--- config.mk ---
export PLATFORM = sky130hd
export DESIGN_NAME = rrc_row_repair
export DESIGN_NICKNAME = d
export VERILOG_FILES = /design/src/rtl/rrc_pkg.sv /design/src/rtl/rrc_fault_pick.sv /design/src/rtl/rrc_spare_find.sv /design/src/rtl/rrc_cfg_bank.sv /design/src/rtl/rrc_row_repair.sv
export SDC_FILE = /design/constraint.sdc
export NUM_CORES = 1
export LEC_CHECK = 0
export ABC_AREA = 0
export BUFFER_PORTS_ARGS = -buffer_cell sky130_fd_sc_hd__buf_4
export CAP_MARGIN = 5
export CORE_ASPECT_RATIO = 0.75
export CORE_MARGIN = 2
export CORE_UTILIZATION = 51
export CTS_CLUSTER_SIZE = 10
export DETAILED_ROUTE_END_ITERATION = 7
export PLACE_DENSITY = 0.8
export SYNTH_ARGS = -nofsm -noshare
export SYNTH_HDL_FRONTEND = slang
export SYNTH_SLANG_ARGS = --single-unit
--- constraint.sdc ---
create_clock -name clk -period 3.35 [get_ports clk]
set_input_delay 0 -clock clk [delete_from_list [all_inputs] [get_ports clk]]
set_output_delay 0 -clock clk [all_outputs]
set_load 0.05 [all_outputs]
--- src/rtl/rrc_pkg.sv ---
package rrc_pkg;
  typedef enum logic [1:0] {
    ST_IDLE  = 2'd0,
    ST_SHIFT = 2'd1,
    ST_DONE  = 2'd2
  } rrc_state_e;
endpackage

--- src/rtl/rrc_fault_pick.sv ---
// Lowest-index selector over the accepted fault candidates.
module rrc_fault_pick #(
  parameter int N_ELEM = 8,
  parameter int IW     = 3
) (
  input  logic [N_ELEM-1:0] cand,
  output logic              vld,
  output logic [IW-1:0]     idx
);
  always_comb begin
    vld = 1'b0;
    idx = '0;
    for (int i = N_ELEM - 1; i >= 0; i--) begin
      if (cand[i]) begin
        vld = 1'b1;
        idx = IW'(i);
      end
    end
  end
endmodule

--- src/rtl/rrc_spare_find.sv ---
// Finds the first spare position strictly to the right of from_idx.
module rrc_spare_find #(
  parameter int N_ELEM = 8,
  parameter int IW     = 3
) (
  input  logic [N_ELEM-1:0] spare_map,
  input  logic [IW-1:0]     from_idx,
  output logic              found,
  output logic [IW-1:0]     idx
);
  always_comb begin
    found = 1'b0;
    idx   = '0;
    for (int i = N_ELEM - 1; i >= 0; i--) begin
      if (spare_map[i] && (i > int'(from_idx))) begin
        found = 1'b1;
        idx   = IW'(i);
      end
    end
  end
endmodule

--- src/rtl/rrc_cfg_bank.sv ---
// Physical configuration store: parallel load, one right move per cycle, clear.
module rrc_cfg_bank #(
  parameter int N_ELEM = 8,
  parameter int CFG_W  = 8,
  parameter int IW     = 3
) (
  input  logic                    clk,
  input  logic                    rst,
  input  logic                    load,
  input  logic [N_ELEM*CFG_W-1:0] cfg_in,
  input  logic [N_ELEM-1:0]       spare_in,
  input  logic                    move_en,
  input  logic [IW-1:0]           move_dst,
  input  logic                    clr_en,
  input  logic [IW-1:0]           clr_idx,
  output logic [N_ELEM*CFG_W-1:0] cfg_out
);
  logic [CFG_W-1:0] bank [N_ELEM];

  for (genvar g = 0; g < N_ELEM; g++) begin : g_slot
    localparam logic [IW-1:0] MY_IDX = IW'(g);
    logic [CFG_W-1:0] left_word;
    if (g == 0) begin : g_edge
      assign left_word = '0;
    end else begin : g_inner
      assign left_word = bank[g-1];
    end

    always_ff @(posedge clk) begin
      if (rst) begin
        bank[g] <= '0;
      end else if (load) begin
        bank[g] <= spare_in[g] ? '0 : cfg_in[g*CFG_W +: CFG_W];
      end else if (clr_en && (clr_idx == MY_IDX)) begin
        bank[g] <= '0;
      end else if (move_en && (move_dst == MY_IDX) && (g != 0)) begin
        bank[g] <= left_word;
      end
    end

    assign cfg_out[g*CFG_W +: CFG_W] = bank[g];
  end
endmodule

--- src/rtl/rrc_row_repair.sv ---
module rrc_row_repair #(
  parameter int N_ELEM = 8,
  parameter int CFG_W  = 8
) (
  input  logic                    clk,
  input  logic                    rst,
  input  logic                    load_en,
  input  logic [N_ELEM*CFG_W-1:0] cfg_in,
  input  logic [N_ELEM-1:0]       spare_in,
  input  logic [N_ELEM-1:0]       fault_in,
  output logic [N_ELEM*CFG_W-1:0] cfg_out,
  output logic [N_ELEM-1:0]       bypass_out,
  output logic                    busy_out,
  output logic                    kill_out
);
  import rrc_pkg::*;

  localparam int IW = (N_ELEM > 1) ? $clog2(N_ELEM) : 1;

  rrc_state_e        state_q;
  logic [N_ELEM-1:0] spare_q, used_q, bypass_q;
  logic              killed_q, busy_q;
  logic [IW-1:0]     flt_q, tgt_q, ptr_q;

  logic [N_ELEM-1:0] live, cand;
  logic              pick_vld, sp_found;
  logic [IW-1:0]     pick_idx, sp_idx;
  logic              shift_last, move_en, clr_en;

  // Element carries a live configuration: ordinary slot or consumed spare.
  assign live = ~spare_q | used_q;
  assign cand = (state_q == ST_IDLE && !killed_q) ? (fault_in & live & ~bypass_q) : '0;

  rrc_fault_pick #(.N_ELEM(N_ELEM), .IW(IW)) u_pick (
    .cand (cand),
    .vld  (pick_vld),
    .idx  (pick_idx)
  );

  rrc_spare_find #(.N_ELEM(N_ELEM), .IW(IW)) u_find (
    .spare_map (spare_q),
    .from_idx  (pick_idx),
    .found     (sp_found),
    .idx       (sp_idx)
  );

  assign shift_last = (ptr_q == flt_q + IW'(1));
  assign move_en    = (state_q == ST_SHIFT);
  assign clr_en     = move_en && shift_last;

  rrc_cfg_bank #(.N_ELEM(N_ELEM), .CFG_W(CFG_W), .IW(IW)) u_bank (
    .clk      (clk),
    .rst      (rst),
    .load     (load_en),
    .cfg_in   (cfg_in),
    .spare_in (spare_in),
    .move_en  (move_en),
    .move_dst (ptr_q),
    .clr_en   (clr_en),
    .clr_idx  (flt_q),
    .cfg_out  (cfg_out)
  );

  always_ff @(posedge clk) begin
    if (rst || load_en) begin
      state_q  <= ST_IDLE;
      spare_q  <= rst ? '0 : spare_in;
      used_q   <= '0;
      bypass_q <= '0;
      killed_q <= 1'b0;
      busy_q   <= 1'b0;
      flt_q    <= '0;
      tgt_q    <= '0;
      ptr_q    <= '0;
    end else begin
      unique case (state_q)
        ST_IDLE: begin
          if (pick_vld) begin
            if (!sp_found || used_q[sp_idx]) begin
              killed_q <= 1'b1;
            end else begin
              flt_q   <= pick_idx;
              tgt_q   <= sp_idx;
              ptr_q   <= sp_idx;
              busy_q  <= 1'b1;
              state_q <= ST_SHIFT;
            end
          end
        end
        ST_SHIFT: begin
          if (shift_last) begin
            bypass_q[flt_q] <= 1'b1;
            used_q[tgt_q]   <= 1'b1;
            state_q         <= ST_DONE;
          end else begin
            ptr_q <= ptr_q - IW'(1);
          end
        end
        ST_DONE: begin
          busy_q  <= 1'b0;
          state_q <= ST_IDLE;
        end
        default: begin
          busy_q  <= 1'b0;
          state_q <= ST_IDLE;
        end
      endcase
    end
  end

  assign bypass_out = bypass_q;
  assign busy_out   = busy_q;
  assign kill_out   = killed_q;
endmodule

* Yosys cells after proc, flatten, opt, wreduce, memory -nomap -nowiden
Memories as Yosys holds them, arrays and structs flattened. Cells that the tools add are included.
Word-level totals: memories 1, memory bits (read-only) 0, latch bits 0, bits in writable memories 64, word-level logic and storage cells 266, register bits 37
Operators by class: multiplexer cells 151, magnitude comparators 12, shift operators 0, bitwise operators 32, equality and inequality tests 20, div/mod/pow operators 0, add/subtract/negate cells 2, $mul 0, reduce and logical (&&, ||, !) cells 39
Memory list:
- u_bank.bank | words 8, bits a word 8, read ports 8, clocked after memory_dff 0, wr ports 8, RTL line rrc_cfg_bank.sv:18 | logic [CFG_W-1:0] bank [N_ELEM];
Operator list (count):
- 8-bit 2-to-1 mux | 32
- 1-bit 2-to-1 mux | 92
- 3-bit 2-to-1 mux | 18
- 1-bit logical AND | 26
- 3-bit == test (second input constant) | 8
- 8-bit bitwise OR | 3
- 1-bit bitwise OR | 23
- 8-bit bitwise AND | 2
- 8-bit NOT | 2
- 3-bit by 2-bit == test with 1-bit output (second input constant) | 4
- 3-bit greater-than comparator (first input constant) | 4
- 3-bit by 4-bit < comparator with 1-bit output (second input constant) | 3
- 3-bit AND reduction | 4
- 2-bit != test (second input constant) | 4
- 1-bit demux with 3-bit select | 2
- 3-bit by 1-bit == test with 1-bit output (second input constant) | 2
- 3-bit by 1-bit greater-or-equal comparator with 1-bit output (second input constant) | 2
- 2-bit by 3-bit greater-than comparator with 1-bit output (first input constant) | 2
- 2-bit 2-to-1 mux | 3
- 3-bit case mux with 2 select lines | 1
- 2-bit case mux with 2 select lines | 1
- 4-bit AND reduction | 1
- 3-bit by 1-bit adder with 3-bit output (second input constant) | 1
- 1-bit binary-select mux with 3-bit select | 1
- 12 further kinds | 15

* Logic depth before layout (Yosys ltp)
depth after elaboration 28, gate-level depth with buffers 12, gate-level depth less buffers 11

* Modules after synthesis
Synthesis repeated with hierarchy kept, for this count alone.
Unflattened totals: cells, all modules 388, area total of the unflattened synthesis 4798.4 um^2
By module, submodules not included:
- rrc_cfg_bank | instances 1, sequential area each 1921.8 um^2, area each 2854.0 um^2, cells each 175
- rrc_row_repair | instances 1, sequential area each 820.8 um^2, area each 1695.4 um^2, cells each 172
- rrc_spare_find | instances 1, sequential area each 0.0 um^2, area each 168.9 um^2, cells each 28
- rrc_fault_pick | instances 1, sequential area each 0.0 um^2, area each 80.1 um^2, cells each 13

* Worst setup path after synthesis
OpenSTA, ideal clock, no wires.
kind reg-to-reg, start register bypass_q[3], in the netlist bypass_out[3], end register ptr_q[2], period minus slack after synthesis 3.219 ns, setup slack 0.131 ns, arrival 3.103 ns, data required time 3.234 ns, cell stages (with the launch flop) 12, library setup time 0.116 ns, cells stage by stage dfxtp_1 and2b_1 a222oi_1 a21oi_2 a311oi_2 o2bb2ai_1 a2111oi_4 nor4b_2 a21oi_2 buf_6 nand2_4 o211a_1
On the way: cells in the longest elaborated chain, start to end 21, elaborated cells on any way between the ends 49, those cells by class 7 x order compare; 2 x eq/ne; 28 x mux; 2 x bitwise; 10 x reduce/logical
RTL lines:
- from (decl) | RTL line rrc_row_repair.sv:21 | logic [N_ELEM-1:0] spare_q, used_q, bypass_q;
- from (signal assigned) | RTL line rrc_row_repair.sv:69 | bypass_q <= '0;
- from (signal, indexed assignment) | RTL line rrc_row_repair.sv:92 | bypass_q[flt_q] <= 1'b1;
- 8-bit NOT * | RTL line rrc_row_repair.sv:32 | assign cand = (state_q == ST_IDLE && !killed_q) ? (fault_in & live & ~bypass_q) : '0;
- 8-bit bitwise AND * | RTL line rrc_row_repair.sv:32
- 8-bit 2-to-1 mux * | RTL line rrc_row_repair.sv:32
- 3-bit 2-to-1 mux (4 in a row) | RTL line rrc_fault_pick.sv:14 | if (cand[i]) begin
- 3-bit greater-than comparator | RTL line rrc_spare_find.sv:15 | if (spare_map[i] && (i > int'(from_idx))) begin
- 1-bit logical AND | RTL line rrc_spare_find.sv:15
- 3-bit 2-to-1 mux (7 in a row) | RTL line rrc_spare_find.sv:15
- 1-bit binary-select mux with 3-bit select | RTL line rrc_row_repair.sv:79 | if (!sp_found || used_q[sp_idx]) begin
- 1-bit 2-to-1 mux (not written as such) | RTL line rrc_row_repair.sv:79
- 1-bit logical OR | RTL line rrc_row_repair.sv:79
- 2-bit != test (no source line)
- 4-bit AND reduction (no source line)
- to (signal assigned) | RTL line rrc_row_repair.sv:84 | ptr_q <= sp_idx;
- to (signal assigned) | RTL line rrc_row_repair.sv:96 | ptr_q <= ptr_q - IW'(1);
- to (decl) | RTL line rrc_row_repair.sv:23 | logic [IW-1:0] flt_q, tgt_q, ptr_q;
Mark *: on every way between the ends. The rest lies on a longest branch, timed or not. The select of a mux whose other input is x is not followed. A chain may end at the register's enable or synchronous reset.

* Final worst setup path
start register state_q[0], end register tgt_q[1]
On the way: cells in the longest elaborated chain, start to end 25, elaborated cells on any way between the ends 53, those cells by class 7 x order compare; 33 x mux; 1 x bitwise; 12 x reduce/logical
RTL lines:
- from (decl) | RTL line rrc_row_repair.sv:20 | rrc_state_e state_q;
- from (signal assigned) | RTL line rrc_row_repair.sv:66 | state_q <= ST_IDLE;
- from (signal assigned) | RTL line rrc_row_repair.sv:86 | state_q <= ST_SHIFT;
- from (signal assigned) | RTL line rrc_row_repair.sv:94 | state_q <= ST_DONE;
- 2-bit zero test * | RTL line rrc_row_repair.sv:32, rrc_row_repair.sv:76
- 1-bit logical AND | RTL line rrc_row_repair.sv:32
- 8-bit 2-to-1 mux | RTL line rrc_row_repair.sv:32
- 3-bit 2-to-1 mux (8 in a row) | RTL line rrc_fault_pick.sv:14
- 3-bit greater-than comparator | RTL line rrc_spare_find.sv:15
- 1-bit logical AND | RTL line rrc_spare_find.sv:15
- 3-bit 2-to-1 mux (7 in a row) | RTL line rrc_spare_find.sv:15
- 1-bit binary-select mux with 3-bit select | RTL line rrc_row_repair.sv:79
- 1-bit 2-to-1 mux (not written as such) | RTL line rrc_row_repair.sv:79
- 1-bit logical OR | RTL line rrc_row_repair.sv:79
- 1-bit NOT (no source line)
- 3-bit AND reduction (no source line)
- to (signal assigned) | RTL line rrc_row_repair.sv:83 | tgt_q <= sp_idx;
- to (decl) | RTL line rrc_row_repair.sv:23
Marked as above.

==> results.tsv <==
stage	metric	value	unit
run_status	status	finished clean	
sta	Setup Viol. Count Final	0	
place	hpwl dp	10.75	mm
routing	first-pass iteration count of the detailed router	5	
routing	metal3 WL	1.687	mm
sta	Period Utilization, post-route	0.9721	
setup_path	Worst Path Required	3.61	ns
power_and_ir_drop	Max VDD drop	328.9	uV
routing	Iter 0 DRT Violations	504	
die	DIE AREA	10380	um2
layout	Layout Area Growth over Synthesis	48.51	%
sta	Fmax	307.1	MHz
setup_path	Critical Path Start Type	register	
clock_network	CTS Buffer Depth	2	
routing	wire per inst	20.72	um
routing	met2 WL	8.145	mm
routing	top sig layer	met4	
die	starting density of the core	0.5331	
global_routing	aggregate global routing overflow	0	
power_and_ir_drop	P_leak	3.091	nW
sta	Rel. slew slack	0.4372	
synth	post-synthesis register bit count	101	
place	gpl congestion	0.9849	
sta	Final Skew	0.01030	ns
routing	Routed Antenna Nets	0	
synth	synthesized area per cell	11.30	um2
synth	EDFF count, synth	72	
routing	via/cell ratio	5.793	
clock_network	clock-pin slew on the worst setup and hold paths	0.07	ns
synth	Cells after Synth	432	
die	Top-Level Pins	157	
setup_path	slowest CP cell	or3_4	
power_and_ir_drop	P per Cell Area	468.7	nW/um2
sta	hold violation total from the final report	0	
sta	Slew @ Worst Pin	0.8442	ns
sta	Fin Setup TNS	0	ns
clock_network	H-tree level count	3	
clock_network	Root Driver	clkbuf_16	
routing	DRC Markers	0	
sta	Final min period	3.256	ns
setup_path	Worst Setup End Kind	register	
synth	prevailing post-synth register cell	edfxtp_1	
synth	Syn Nets	526	
layout	most frequent cells in the layout	169 x buf_4, 72 x edfxtp_1, 66 x dlygate4sd3_1	
setup_path	crit path max fanout	7	
die	Die X	117.0	um
setup_path	CP arrival	3.52	ns
synth	register area share after synthesis	0.5618	
place	Port Buffer Count	156	
setup_path	critical path type	register to register	
layout	Layout Nets	762	
clock_network	clk_lat worst skew	0.35	ns
sta	RSZ-0062 raised after global routing	no	
routing	met1 WL	6.475	mm
setup_path	Slowest Stage Delay on Critical Path	0.42	ns
layout	fraction of layout cells with a size suffix above 1	0.3016	
place	Post-DP Area	6251	um2
die	site row count	30	
global_routing	GRT Overall Usage	0.3126	
layout	n_diodes	0	
layout	Finished Cell Area	7251	um2
global_routing	first-pass GRT wire length	24.01	mm
synth	asr flop ratio synth	0	
synth	Cell Area, Synth	4882	um2
global_routing	pin count of the biggest net entering global routing	39	
run	max cap viols	0	
global_routing	initial antenna violation count	0	
synth	YS warnings	0	
layout	commonest non-fill, non-tap cell in the layout	buf_4	
die	die span in y	88.74	um
clock_network	CTS tree	yes	
clock_network	clock sinks	101	
clock_network	Num CTS Buffers	9	
die	area of the core	9159	um2
sta	Final Max Slew Viols	0	
routing	WL final	16.60	mm
routing	Vias	4640	
min_path	hold crit path type	input pin to register	
global_routing	vias in the first global route	4532	
synth	Unique masters post-synth	58	
setup_path	CP Cell Sequence	or3_4, a221o_1, and4bb_2, mux2i_2, o2bb2ai_4, a22o_1, mux2i_2, a21oi_2, buf_4, buf_4, or2_1, a21oi_1	
[flip-flops by register name, indices dropped and copies added (netlist names)]
signal       cells
u_bank.bank     64
bypass_out       8
spare_q          8
used_q           8
flt_q            3
ptr_q            3
tgt_q            3
state_q          2
busy_out         1
kill_out         1
[cell type report]
cell class | instances | area (um2)
sequential | 101 | 2743
multi-input combinational | 312 | 2118
timing repair buffer | 235 | 1929
fill | 584 | 1908
clock buffer | 9 | 225.2
tap | 128 | 160.2
clock inverter | 7 | 41.29
inverter | 9 | 33.78
[metal layers]
layer	GRT usage	vias to the layer above
met5	0	-
met4	0.08984	0
met3	0.09932	33
met2	0.5391	273
met1	0.3811	2229
li1	-	2105
[cells by family after synthesis]
group                      share of synthesized area
xor gates and xnor gates                    0.005383
AOI/OAI and AO/OA                             0.2076
adders and majority gates                    0.02819
muxes                                       0.008969
buffers and inverters                        0.01614
DFF                                           0.5618
and+or+nand+nor                               0.1720
[path summary, 6_finish.rpt]
| kind | startpoint | endpoint | slack [ns] | depth (start not counted) |
|---|---|---|---|---|
| setup / recovery | state_q[0] | tgt_q[1] | 0.09 | 12 |
| hold / removal | spare_in[4] | spare_q[4] | 0.009 | 2 |
| setup reg to reg | state_q[0] | tgt_q[1] | 0.09 | 12 |
| hold reg to reg | used_q[0] | used_q[0] | 0.49 | 2 |
[synth_stat cells (all sizes together) (2+ instances only)]
cell type,n,share of area
edfxtp,72,0.44
nor2,52,0.040
a22o,49,0.088
a21oi,35,0.038
nand2,32,0.026
dfxtp,29,0.12
nor2b,22,0.028
nand2b,15,0.021
and2,14,0.018
ha,11,0.028
a22oi,10,0.015
clkbuf,9,0.0069
inv,9,0.0069
nand3,7,0.0072
a31oi,5,0.0064
and3,5,0.0064
o21ai,5,0.0051
a211oi,4,0.0062
mux2i,4,0.0090
o21a,3,0.0046
or3,3,0.0049
a211o,2,0.0036
a2bb2oi,2,0.0049
nand4b,2,0.0036
nor3,2,0.0021
o22ai,2,0.0026
o31ai,2,0.0041
or2,2,0.0026
xor2,2,0.0036
[critical path, delay by kind of cell (launching register included)]
family | cells | cell delay, ns
simple gates | 3 | 0.97
compound gates | 5 | 0.95
mux | 2 | 0.60
flops | 1 | 0.33
buf+inv | 2 | 0.32
[per-stage QoR]
step	std cells	hold slack [ns]	worst slack, ns	power, mW	utilization
2_1_floorplan	432	0.1982	0.1310	2.039	-
5_1_grt	801	0.01218	0.01341	3.501	0.7917
3_3_place_gp	717	0.2774	0.2179	2.319	0.6825
6_report	801	0.008525	0.09351	3.398	0.7917
4_1_cts	799	0.004476	0.07980	3.322	0.7837
3_5_place_dp	717	0.2822	0.1210	2.329	0.6825
[power breakdown]
part | leakage, nW | switching, mW | total, mW | internal, mW
clock network | 0.128 | 0.466 | 0.965 | 0.499
registers | 1.03 | 0.0718 | 1.50 | 1.42
logic | 1.94 | 0.563 | 0.938 | 0.375
total | 3.09 | 1.10 | 3.40 | 2.30
[what timing repair did]
action | in CTS | in global routing
setup buffers | 0 | 2
hold endpoints to repair | 66 | 0
hold buffers | 66 | 0
resized for setup | 0 | 9
endpoints found under the setup margin | 0 | 10
No activity file was read; power rests on OpenSTA's default activity.
